===== src/rtl/irq_eval_pkg.sv =====
package irq_eval_pkg;
  localparam int unsigned MAX_SPAN = 64;

  function automatic logic [MAX_SPAN-1:0] span_mask(int lo, int hi);
    logic [MAX_SPAN-1:0] m;
    m = '0;
    for (int i = 0; i < MAX_SPAN; i++)
      if (i >= lo && i < hi) m[i] = 1'b1;
    return m;
  endfunction
endpackage


===== src/rtl/irq_ctl_regs.sv =====
module irq_ctl_regs
  import irq_eval_pkg::*;
#(
  parameter int unsigned SUM_W    = 32,
  parameter int unsigned SW_MIN   = 4,
  parameter int unsigned SW_MAX   = 19,
  parameter int unsigned LVL_W    = 5,
  parameter int unsigned IPL_IN_W = 8
) (
  input  logic                clk_i,
  input  logic                rst_ni,
  input  logic                sw_we_i,
  input  logic [SUM_W-1:0]    sw_wdata_i,
  input  logic                ipl_we_i,
  input  logic [IPL_IN_W-1:0] ipl_wdata_i,
  output logic [SUM_W-1:0]    sw_q_o,
  output logic [LVL_W-1:0]    ipl_q_o
);
  localparam logic [SUM_W-1:0] SW_MASK = SUM_W'(span_mask(SW_MIN, SW_MAX));

  logic unused_ipl_hi;
  assign unused_ipl_hi = ^ipl_wdata_i[IPL_IN_W-1:LVL_W];

  always_ff @(posedge clk_i or negedge rst_ni) begin
    if (!rst_ni) begin
      sw_q_o  <= '0;
      ipl_q_o <= '0;
    end else begin
      if (sw_we_i)  sw_q_o  <= sw_wdata_i & SW_MASK;
      if (ipl_we_i) ipl_q_o <= ipl_wdata_i[LVL_W-1:0];
    end
  end

  assert_sw_window_R1: assert property (@(posedge clk_i) disable iff (!rst_ni)
    (sw_q_o & ~SW_MASK) == '0);

  assert_ipl_follows_write_R2: assert property (@(posedge clk_i) disable iff (!rst_ni)
    ipl_we_i |=> ipl_q_o == $past(ipl_wdata_i[LVL_W-1:0]));
endmodule


===== src/rtl/irq_sw_scan.sv =====
module irq_sw_scan
  import irq_eval_pkg::*;
#(
  parameter int unsigned SUM_W  = 32,
  parameter int unsigned SW_MIN = 4,
  parameter int unsigned SW_MAX = 19,
  parameter int unsigned LVL_W  = 5
) (
  input  logic [SUM_W-1:0] req_i,
  output logic [SUM_W-1:0] bits_o,
  output logic [LVL_W-1:0] lvl_o
);
  localparam logic [SUM_W-1:0] WIN = SUM_W'(span_mask(SW_MIN, SW_MAX));

  logic unused_out_of_win;
  assign unused_out_of_win = ^(req_i & ~WIN);
  assign bits_o = req_i & WIN;

  // ascending scan: highest set bit wins, levels offset to start at 1
  always_comb begin
    lvl_o = '0;
    for (int i = SW_MIN; i < SW_MAX; i++)
      if (req_i[i]) lvl_o = LVL_W'(i - SW_MIN + 1);
  end
endmodule


===== src/rtl/irq_ext_scan.sv =====
module irq_ext_scan
  import irq_eval_pkg::*;
#(
  parameter int unsigned SUM_W   = 32,
  parameter int unsigned EXT_MIN = 20,
  parameter int unsigned EXT_MAX = 24,
  parameter int unsigned LVL_W   = 5
) (
  input  logic [SUM_W-1:0] req_i,
  output logic [SUM_W-1:0] bits_o,
  output logic [LVL_W-1:0] lvl_o,
  output logic             hit_o
);
  localparam logic [SUM_W-1:0] WIN = SUM_W'(span_mask(EXT_MIN, EXT_MAX));

  logic unused_out_of_win;
  assign unused_out_of_win = ^(req_i & ~WIN);
  assign bits_o = req_i & WIN;
  assign hit_o  = |bits_o;

  always_comb begin
    lvl_o = '0;
    for (int i = EXT_MIN; i < EXT_MAX; i++)
      if (req_i[i]) lvl_o = LVL_W'(i);
  end
endmodule


===== src/rtl/irq_level_eval.sv =====
module irq_level_eval #(
  parameter int unsigned SUM_W    = 32,
  parameter int unsigned SW_MIN   = 4,
  parameter int unsigned SW_MAX   = 19,
  parameter int unsigned EXT_MIN  = 20,
  parameter int unsigned EXT_MAX  = 24,
  parameter int unsigned LVL_W    = 5,
  parameter int unsigned IPL_IN_W = 8
) (
  input  logic                clk_i,
  input  logic                rst_ni,
  input  logic                sw_we_i,
  input  logic [SUM_W-1:0]    sw_wdata_i,
  input  logic                ipl_we_i,
  input  logic [IPL_IN_W-1:0] ipl_wdata_i,
  input  logic [SUM_W-1:0]    ext_req_i,
  input  logic                ast_req_i,
  input  logic                eval_i,
  output logic [SUM_W-1:0]    sw_req_o,
  output logic [LVL_W-1:0]    ipl_o,
  output logic                take_o,
  output logic [SUM_W-1:0]    summary_o,
  output logic [LVL_W-1:0]    intid_o,
  output logic                ast_err_o
);
  logic [SUM_W-1:0] sw_q, sw_bits, ext_bits, sum_d;
  logic [LVL_W-1:0] ipl_q, sw_lvl, ext_lvl, lvl_d;
  logic             ext_hit, take_d;

  irq_ctl_regs #(
    .SUM_W(SUM_W), .SW_MIN(SW_MIN), .SW_MAX(SW_MAX),
    .LVL_W(LVL_W), .IPL_IN_W(IPL_IN_W)
  ) u_regs (
    .clk_i, .rst_ni,
    .sw_we_i, .sw_wdata_i,
    .ipl_we_i, .ipl_wdata_i,
    .sw_q_o (sw_q),
    .ipl_q_o(ipl_q)
  );

  irq_sw_scan #(
    .SUM_W(SUM_W), .SW_MIN(SW_MIN), .SW_MAX(SW_MAX), .LVL_W(LVL_W)
  ) u_sw_scan (
    .req_i (sw_q),
    .bits_o(sw_bits),
    .lvl_o (sw_lvl)
  );

  irq_ext_scan #(
    .SUM_W(SUM_W), .EXT_MIN(EXT_MIN), .EXT_MAX(EXT_MAX), .LVL_W(LVL_W)
  ) u_ext_scan (
    .req_i (ext_req_i),
    .bits_o(ext_bits),
    .lvl_o (ext_lvl),
    .hit_o (ext_hit)
  );

  // external requests outrank all software ones; async trap is not folded in
  assign lvl_d  = ext_hit ? ext_lvl : sw_lvl;
  assign sum_d  = sw_bits | ext_bits;
  assign take_d = eval_i && (lvl_d != '0) && (lvl_d > ipl_q);

  always_ff @(posedge clk_i or negedge rst_ni) begin
    if (!rst_ni) begin
      take_o    <= 1'b0;
      summary_o <= '0;
      intid_o   <= '0;
      ast_err_o <= 1'b0;
    end else begin
      take_o    <= take_d;
      ast_err_o <= eval_i && ast_req_i;
      if (take_d) begin
        summary_o <= sum_d;
        intid_o   <= lvl_d;
      end
    end
  end

  assign sw_req_o = sw_q;
  assign ipl_o    = ipl_q;

  assert_take_after_eval_R6: assert property (@(posedge clk_i) disable iff (!rst_ni)
    take_o |-> $past(eval_i));

  assert_take_beats_ipl_R6: assert property (@(posedge clk_i) disable iff (!rst_ni)
    take_o |-> (intid_o != '0) && (intid_o > $past(ipl_q)));

  assert_hold_without_take_R8: assert property (@(posedge clk_i) disable iff (!rst_ni)
    !take_o |-> $stable(summary_o) && $stable(intid_o));

  assert_ast_flag_R9: assert property (@(posedge clk_i) disable iff (!rst_ni)
    ast_err_o |-> $past(eval_i && ast_req_i));

  assert_ext_overrides_R4: assert property (@(posedge clk_i) disable iff (!rst_ni)
    (eval_i && ext_hit && (ext_lvl > ipl_q)) |=> take_o && intid_o >= LVL_W'(EXT_MIN));
endmodule


===== config.mk =====
export PLATFORM = sky130hd
export DESIGN_NAME = irq_level_eval
export DESIGN_NICKNAME = d
export VERILOG_FILES = /design/src/rtl/irq_eval_pkg.sv /design/src/rtl/irq_ctl_regs.sv /design/src/rtl/irq_sw_scan.sv /design/src/rtl/irq_ext_scan.sv /design/src/rtl/irq_level_eval.sv
export SDC_FILE = /design/constraint.sdc
export NUM_CORES = 1
export LEC_CHECK = 0
export ABC_AREA = 1
export CORE_ASPECT_RATIO = 1.2
export CORE_UTILIZATION = 36
export DETAILED_ROUTE_END_ITERATION = 8
export PLACE_DENSITY = 0.81
export SLEW_MARGIN = 0
export SYNTH_ARGS = -nofsm -noshare
export SYNTH_HDL_FRONTEND = slang
export SYNTH_SLANG_ARGS = --single-unit
export TNS_END_PERCENT = 5

===== constraint.sdc =====
create_clock -name clk_i -period 2.8 [get_ports clk_i]
set_input_delay 0.56 -clock clk_i [delete_from_list [all_inputs] [get_ports clk_i]]
set_output_delay 0.56 -clock clk_i [all_outputs]
set_load 0.005 [all_outputs]

## Yosys cells after proc, flatten, opt, wreduce, memory -nomap -nowiden

Index checks and enable logic that the tools add are counted.

- Register bits after elaboration: 59
- Input port bits: 78
- Output and inout bits: 76

- Order comparisons: 1
- Multiplexer cells: 20
- Bitwise logic cells: 1
- Reductions and logical operators: 5

Operators with widths:

| kind | count |
|---|---|
| $mux W5 | 19 |
| $or A19 B24 Y24 | 1 |
| $gt A5 B5 Y1 | 1 |
| $reduce_bool A5 Y1 | 1 |
| $reduce_or A4 Y1 | 1 |
| $logic_and A1 B1 Y1 | 3 |
| $mux W1 | 1 |

## Logic depth before layout (Yosys ltp)

Gate-level depths: netlist of the first run.

- Word-level depth: 19
- Mapped depth: 25
- Depth with buffers taken out: 24

## Cells and area by module

A second synthesis of the first run with hierarchy kept.

- Cell total of the unflattened synthesis: 467
- Area total of the unflattened synthesis: 3708.6 µm²

By module, submodules not included:

| module | times used | cells an instance | area an instance (µm²) |
|---|---|---|---|
| irq_level_eval | 1 | 245 | 2069.5 |
| irq_ctl_regs | 1 | 103 | 924.6 |
| irq_sw_scan | 1 | 75 | 419.2 |
| irq_ext_scan | 1 | 44 | 295.3 |

## Least setup slack after synthesis of the first run

OpenSTA, ideal clock, no wires.

- Path type: input-to-reg
- Start point: input port ext_req_i[23]
- End point: register intid_o[1]
- Arrival time: 2.303 ns
- Path slack: 0.431 ns
- Stages on the path: 13
- Buffers on the path: 1
- Path through: nor2_1 nand2_1 inv_1 nand2_1 nor2_1 inv_1 ha_1 nand4_1 nor2_1 o221a_2 clkbuf_1 nand3_1 nand2_1

- Longest elaborated chain between the ends: 5

Ends and longest elaborated chain:

| what | line | RTL |
|---|---|---|
| start, declared | irq_level_eval.sv:16 | `input logic [SUM_W-1:0] ext_req_i,` |
| $reduce_or A4 Y1 / $mux W5 (equally long branches) | irq_ext_scan.sv:19, irq_ext_scan.sv:24 |  |
| $mux W5 (*) | irq_level_eval.sv:59 | `assign lvl_d = ext_hit ? ext_lvl : sw_lvl;` |
| named net lvl_d[4] | irq_level_eval.sv:27 | `logic [LVL_W-1:0] ipl_q, sw_lvl, ext_lvl, lvl_d;` |
| parallel branches: the longest is 2 deep, another holds $gt A5 B5 Y1 | - |  |
| $logic_and A1 B1 Y1 (*) | irq_level_eval.sv:61 | `assign take_d = eval_i && (lvl_d != '0) && (lvl_d > ipl_q);` |
| end signal, assigned | irq_level_eval.sv:74 | `intid_o <= lvl_d;` |
| end, declared | irq_level_eval.sv:23 | `output logic [LVL_W-1:0] intid_o,` |

Mark *: on every way through the listed nets, which the timed path passes.
A chain may end at the register's enable or synchronous reset.

## Final worst setup path of the first run

- Start point: input port ext_req_i[23]
- End point: register summary_o[6]

- Longest elaborated chain between the ends: 5

Ends and longest elaborated chain:

| what | line | RTL |
|---|---|---|
| $reduce_or A4 Y1 / $mux W5 (equally long branches) | irq_ext_scan.sv:19, irq_ext_scan.sv:24 |  |
| $mux W5 (*) | irq_level_eval.sv:59 |  |
| named net lvl_d[4] | irq_level_eval.sv:27 |  |
| parallel branches: the longest is 2 deep, another holds $gt A5 B5 Y1 | - |  |
| $logic_and A1 B1 Y1 (*) | irq_level_eval.sv:61 |  |
| end signal, assigned | irq_level_eval.sv:73 | `summary_o <= sum_d;` |
| end, declared | irq_level_eval.sv:22 | `output logic [SUM_W-1:0] summary_o,` |

Marks and branches as above.

==> impl_metrics.tcl, run 1 <==
set metrics [dict create \
    clockRootBuffer "clkbuf_8" \
    path_max_fanout 3 \
    power.density_nw_per_um2 533 \
    end_kind "flop" \
    hold_viol 0 \
    first_pass_iters 4 \
    grt_overflow 0 \
    crit-reg2reg-launch "u_regs.sw_q_o[10]" \
    slew_violations 0 \
    viasPerCell 4.46 \
    synth_edf_count 0 \
    drive_gt1_frac 0.0780 \
    drc 0 \
    critPathBufInv 4 \
    drt-total-wl_um 5110 \
    diodes 0 \
    areaGrowthSynthToFinish_pct 37.5 \
    holdCritPathClass "input pin to async pin" \
    grt_pass1_vias 1812 \
    ys_ff_latch 46 \
    path_common_cell "nand2_1" \
    gp_congestion 0.839 \
    wl_met2_um 2600 \
    final_common_cell "nand2_1" \
    final_nets 442 \
    wl_per_cell_um 11.6 \
    cap_violations 0 \
    met1Wirelength_um 2170 \
    cp.arrival_ps 2820 \
    clk_pin_slew_ps 80 \
    synthCells 276 \
    die-area_um2 6760 \
    fin_skew_ps 5.27 \
    rows 31 \
    htreeDepth 2 \
    chipWidth_um 75.2 \
    worstSetupPathType "input pin to flop" \
    p_leak_nw 1.59 \
    start_kind "input pin" \
    path_cells "clkdlybuf4s50_1 > nor2_1 > nand2_1 > inv_1 > nand2_1 > nor2_2 > inv_1 > ha_1 > a21oi_1 > o21ai_0 > o221a_2 > buf_4 > nand3_1 > nand2_1" \
    fin_setup_tns_ps 0 \
    vias 1969 \
    portBuffers 75 \
    synth_top_area_frac 0.497 \
    drt-initial-drc-count 107 \
    ys_top_cells_by_area "dfrtp_1 50%, nand2_1 15%, buf_4 9.7%" \
    start_util 0.378 \
    io-pin-count 154 \
    syn_area_per_cell_um2 8.39 \
    final.period_utilization 0.939 \
    hpwl_um 4000 \
    final_cell_mix "92 x nand2_1, 74 x clkdlybuf4s50_1, 46 x dfrtp_1, 30 x conb_1, 26 x nand3_1" \
    status "finished, final reports clean" \
    netlist-cell-type-count 27 \
    clock-sinks 46 \
    ys_async_sr_fraction 1.00 \
    die_h_um 89.9 \
    setup_violations 0 \
    coreArea_um2 6130 \
    required_ps 2990 \
    fmax_mhz 380 \
    synth_area_um2 2320 \
    postLayoutCellArea_um2 3190 \
    synth-seq-area-share 0.497 \
    max_slew.worst_pin.slew_ps 985 \
    crit_start "ext_req_i[23]" \
    ir_worst_vdd_v 0.000255 \
    antenna_left 0 \
    numCtsBuffers 5 \
    clk_path_buf_depth 2 \
    antenna_found_initial 0 \
    clock_latency_ps 290 \
    cts_tree "yes" \
    max-slew-margin-rel 0.344 \
    track_usage 0.167 \
    highest_layer "met4" \
    grt_max_degree 47 \
    slowest_delay_ps 440 \
    grt_pass1_wl_um 8610 \
    wl_met3_um 277 \
    placed_area_um2 3090 \
    post_cts_buffers 0 \
    period_needed_ps 2630 \
    yosys.area.top_type "dfrtp_1" \
    critPathTopFamily "buffers and inverters" \
    critPathSlowestCell "clkdlybuf4s50_1" \
    yosysWarnings 0 \
    synth_flop_cell "dfrtp_1" \
]
registers in the layout, indices dropped and copies added, names as in the netlist:
signal	cells
ast_err_o	1
intid_o	5
summary_o	19
take_o	1
u_regs.ipl_q_o	5
u_regs.sw_q_o	15
cell type report:
class | count | area, um^2
clock buffers | 7 | 76.3
fillers | 583 | 2940
inverters | 25 | 93.8
multi-input cells | 194 | 913
flip-flops and latches | 46 | 1150
well taps | 82 | 103
repair buffers | 87 | 848
timing repair:
action                                  in CTS  in global routing
endpoints found under the setup margin       0                 25
gates resized for setup                      0                  3
hold buffers                                 0                  0
cell families after synthesis:
logic type,synth area share
AND/OR/NAND/NOR,0.241
buffers and inverters,0.163
flip-flops,0.497
AO/OA/AOI/OAI,0.0600
adder cells (fa/ha/maj),0.0270
multiplexers,0.00972
other,0.00162
worst register-to-register path: stages, from the launching register on:
cell	delay, ps
dfrtp_1	420
o41ai_1	500
nand2_1	140
nor2_2	140
inv_1	70
ha_1	290
a21oi_1	160
o21ai_0	110
o221a_2	340
buf_4	170
nand3_1	100
nand2_1	60
synthesized netlist by cell type (2+ instances only):
cell and instances:
clkbuf_1 5, nand2_1 92, mux2_2 2, o21ai_0 19, buf_4 30, nor2_1 8, ha_1 5, a21oi_1 2
buf_2 2, dfrtp_1 46, inv_1 24, nand3_1 26
stage by stage:
| stage | setup slack (ps) | total power [W] | hold slack (ps) | utilization | cells |
|---|---|---|---|---|---|
| 5_1_grt | -17.6 | 0.00182 | 504 | 0.520 | 441 |
| 2_1_floorplan | 431 | 0.00105 | 264 | - | 305 |
| 3_3_place_gp | -28.7 | 0.00132 | 455 | 0.504 | 434 |
| 3_5_place_dp | -110 | 0.00134 | 459 | 0.504 | 434 |
| 4_1_cts | 154 | 0.00172 | 461 | 0.517 | 441 |
| 6_report | 170 | 0.00170 | 426 | 0.520 | 441 |
final timing paths:
kind,endpoint,slack (ps),depth (start not counted)
worst max-delay path,summary_o[6],170,14
worst min-delay path,take_o,430,1
worst max register to register,summary_o[6],200,11
worst min register to register,summary_o[15],470,2
max in group asynchronous,u_regs.ipl_q_o[3],1770,1
min in group clk_i,summary_o[15],470,2
power breakdown:
| part | switching, W | internal (W) | leakage (nW) | total, W |
|---|---|---|---|---|
| Combinational | 0.000204 | 0.000286 | 0.982 | 0.000490 |
| Sequential | 0.0000684 | 0.000765 | 0.565 | 0.000834 |
| Clock | 0.000202 | 0.000172 | 0.0383 | 0.000374 |
| Total | 0.000474 | 0.00122 | 1.59 | 0.00170 |
layer usage:
metal,up-vias,track usage
met4,0,0.0509
met5,-,0
li1,982,-
met3,4,0.0392
met2,66,0.261
met1,917,0.227
Power figures use the tool's default switching activity.
==> run 2, diff against run 1 <==
--- a/config.mk
+++ b/config.mk
@@ -5,11 +5,10 @@
 export SDC_FILE = /design/constraint.sdc
 export NUM_CORES = 1
 export LEC_CHECK = 0
-export ABC_AREA = 1
 export CORE_ASPECT_RATIO = 1.2
 export CORE_UTILIZATION = 36
 export DETAILED_ROUTE_END_ITERATION = 8
-export PLACE_DENSITY = 0.81
+export PLACE_DENSITY = 0.8
 export SLEW_MARGIN = 0
 export SYNTH_ARGS = -nofsm -noshare
 export SYNTH_HDL_FRONTEND = slang
==> run 2 against run 1 <==
Net effect:
- critical endpoint is now summary_o[11]
- the run now ends with setup timing left
- via count down 7.3%
- wire length up 7.9%
- sequential power is 5.9% higher
- clock skew about the same
==> impl_metrics.tcl, run 2 <==
set metrics [dict create \
    clockRootBuffer "clkbuf_8" \
    numCtsBuffers 5 \
    drt-initial-drc-count 110 \
    synth_top_area_frac 0.488 \
    drt-total-wl_um 5510 \
    largest_reg_flops 19 \
    cts_tree "yes" \
    netlist-cell-type-count 38 \
    holdCritPathClass "input pin to async pin" \
    power.internal_w 0.00147 \
    utilization 0.582 \
    grt_max_degree 25 \
    die_h_um 90.7 \
    viasPerCell 4.57 \
    p_seq_frac 0.441 \
    vias 1826 \
    clock_latency_ps 290 \
    combPwrFrac 0.363 \
    ys_async_sr_fraction 1.00 \
    finalWorstSetupSlack_ps -45.7 \
    final.period_utilization 1.02 \
    final_common_cell "clkdlybuf4s50_1" \
    wl_per_cell_um 13.8 \
    portBuffers 75 \
    synth_flop_cell "dfrtp_1" \
    synth-seq-area-share 0.488 \
    cp.arrival_ps 3030 \
    crit_start "u_regs.sw_q_o[9]" \
    first_pass_iters 4 \
    hpwl_um 3900 \
    path_cells "nor4_2 > o31a_1 > o21ai_2 > a21boi_2 > inv_2 > ha_4 > nor2b_4 > o211ai_1 > a21oi_2 > a21boi_4 > buf_6 > buf_16 > mux2_4" \
    drive_gt1_frac 0.302 \
    clock-sinks 46 \
    fin_setup_tns_ps -390 \
    htreeDepth 2 \
    synth_xor_area_frac 0 \
    clk_pin_slew_ps 70 \
    grt_overflow 0 \
    fin_skew_ps 5.11 \
    crit-reg2reg-launch "u_regs.sw_q_o[9]" \
    coreArea_um2 6170 \
    p_leak_nw 1.63 \
    synth_top_family_by_area "multiplexers" \
    track_usage 0.173 \
    synthSimpleGateAreaFrac 0.0859 \
    fmax_mhz 351 \
    reg_top3 "summary_o: 19 flops, u_regs.sw_q_o: 15 flops" \
    diodes 0 \
    start_kind "flop" \
    ir_worst_vdd_v 0.000288 \
    top_register "summary_o" \
    antenna_found_initial 0 \
    hold_viol 0 \
    final_nets 402 \
    power.density_nw_per_um2 559 \
    synthAdderAreaFrac 0.0265 \
    status "complete, but fails checks" \
    ys_top_cells_by_area "dfrtp_1 49%, buf_4 9.5%, mux2_2 8.1%" \
    postCtsHoldBufs 0 \
    end_kind "flop" \
    failed_checks "setup timing" \
    max_slew.worst_pin.slew_ps 518 \
    critPathBufInv 3 \
    start_util 0.382 \
    synthCells 203 \
    slew_violations 0 \
    p_sw_frac 0.265 \
    rows 31 \
    yosysWarnings 0 \
    ys_ff_latch 46 \
    power_w 0.00200 \
    areaGrowthSynthToFinish_pct 52.1 \
    grt_pass1_vias 1847 \
    worstSetupPathType "flop to flop" \
    synth_area_um2 2360 \
    yosys.area.top_type "dfrtp_1" \
    io-pin-count 154 \
    p_sw_w 0.000531 \
    synth_edf_count 0 \
    clk_path_buf_depth 2 \
    gp_congestion 0.809 \
    synthMuxAreaShare 0.158 \
    chipWidth_um 75.9 \
    final_cell_mix "70 x clkdlybuf4s50_1, 46 x dfrtp_1, 33 x buf_4, 30 x conb_1, 17 x inv_1" \
    antenna_left 0 \
    required_ps 2980 \
    cap_violations 0 \
    synth_commonest_cells "46 x dfrtp_1, 30 x buf_4, 19 x inv_1, 17 x mux2_2" \
    grt_pass1_wl_um 8920 \
    die-area_um2 6880 \
    critPathSlowestCell "dfrtp_1" \
    critPathTopFamily "compound AO/OA/AOI/OAI gates" \
    rsz0062_at_grt "true" \
    slowest_delay_ps 400 \
    drc 0 \
    path_max_fanout 6 \
    setup_violations 10 \
    syn_area_per_cell_um2 11.6 \
    synth-compound-area-share 0.0966 \
    period_needed_ps 2850 \
    synth.most_common_cell "dfrtp_1" \
    max-slew-margin-rel 0.655 \
    p_clk_frac 0.196 \
]
## run 2: changes by cell type after synthesis, sizes merged, moves of 2 or more
cell / previous run / this run
nand2: 94 / 10
mux2: 2 / 29
nand3: 27 / 1
o21ai: 19 / 12
inv: 25 / 19
nor4: 1 / 5
buf: 35 / 32
nand2b: 0 / 3
nor2b: 0 / 3
o22ai: 0 / 3
a21boi: 0 / 2
a21oi: 2 / 4
clkbuf: 5 / 3
## run 2: metrics by stage
| step | cells | setup WS (ps) | hold WS [ps] | area, um^2 |
|---|---|---|---|---|
| finish | 400 | -45.7 | 234 | 3590 |
| global route | 400 | -235 | 256 | 3590 |
| CTS | 397 | 1.67 | 246 | 3550 |
| detailed placement | 381 | -579 | 490 | 3280 |
| global placement | 381 | -518 | 491 | 3280 |
| floorplan | 232 | -48.1 | 264 | 2480 |
## run 2: final timing paths
kind,end,slack (ps),depth (start not counted)
max,summary_o[11],-50,13
min,summary_o[13],230,1
max reg2reg,summary_o[11],-50,13
min reg2reg,summary_o[16],510,1
max in group asynchronous,summary_o[12],1850,2
min in group clk_i,summary_o[16],510,1
## run 2: layer usage
| layer | up-vias | part of all wire | GRT usage |
|---|---|---|---|
| met5 | - | 0 | 0 |
| li1 | 859 | - | - |
| met3 | 9 | 0.069 | 0.0458 |
| met4 | 0 | 0.021 | 0.0586 |
| met2 | 88 | 0.51 | 0.293 |
| met1 | 870 | 0.40 | 0.205 |
## run 2: timing repair
item | 4_1_cts | 5_1_grt
setup endpoints to repair | 19 | 22
hold endpoints to repair | 0 | 0
pin swaps | 7 | 5
gates cloned | 2 | 0
resized for setup | 24 | 10
setup buffers | 8 | 4
## run 2: power groups by stage
stage	clock, W	combinational (W)	sequential [W]
floorplan	0	0.000277	0.000899
global placement	0	0.000650	0.000887
detailed placement	0	0.000661	0.000888
CTS	0.000411	0.000719	0.000882
global route	0.000438	0.000800	0.000905
finish	0.000393	0.000728	0.000883
## run 2: layout make-up
class,count,area [um^2]
inverter,19,71.3
sequential,46,1150
timing repair buffer,115,1100
multi-input combinational,132,1080
fill,530,2580
clock buffer,6,82.6
tap,82,103
## run 2: cells by family after synthesis
family,count (synthesis)
buffers and inverters,54
flip-flops,46
AND/OR/NAND/NOR,36
AO/OA/AOI/OAI,32
multiplexers,29
adder cells (fa/ha/maj),5
other,1
==> run 3, diff against run 2 <==
--- a/config.mk
+++ b/config.mk
@@ -8,8 +8,9 @@
 export CORE_ASPECT_RATIO = 1.2
 export CORE_UTILIZATION = 36
 export DETAILED_ROUTE_END_ITERATION = 8
+export HOLD_SLACK_MARGIN = 0.08
 export PLACE_DENSITY = 0.8
-export SLEW_MARGIN = 0
+export SLEW_MARGIN = 20
 export SYNTH_ARGS = -nofsm -noshare
 export SYNTH_HDL_FRONTEND = slang
 export SYNTH_SLANG_ARGS = --single-unit
==> results of run 3 <==
The final DEF is identical to that of run 2; final timing and power are the same.
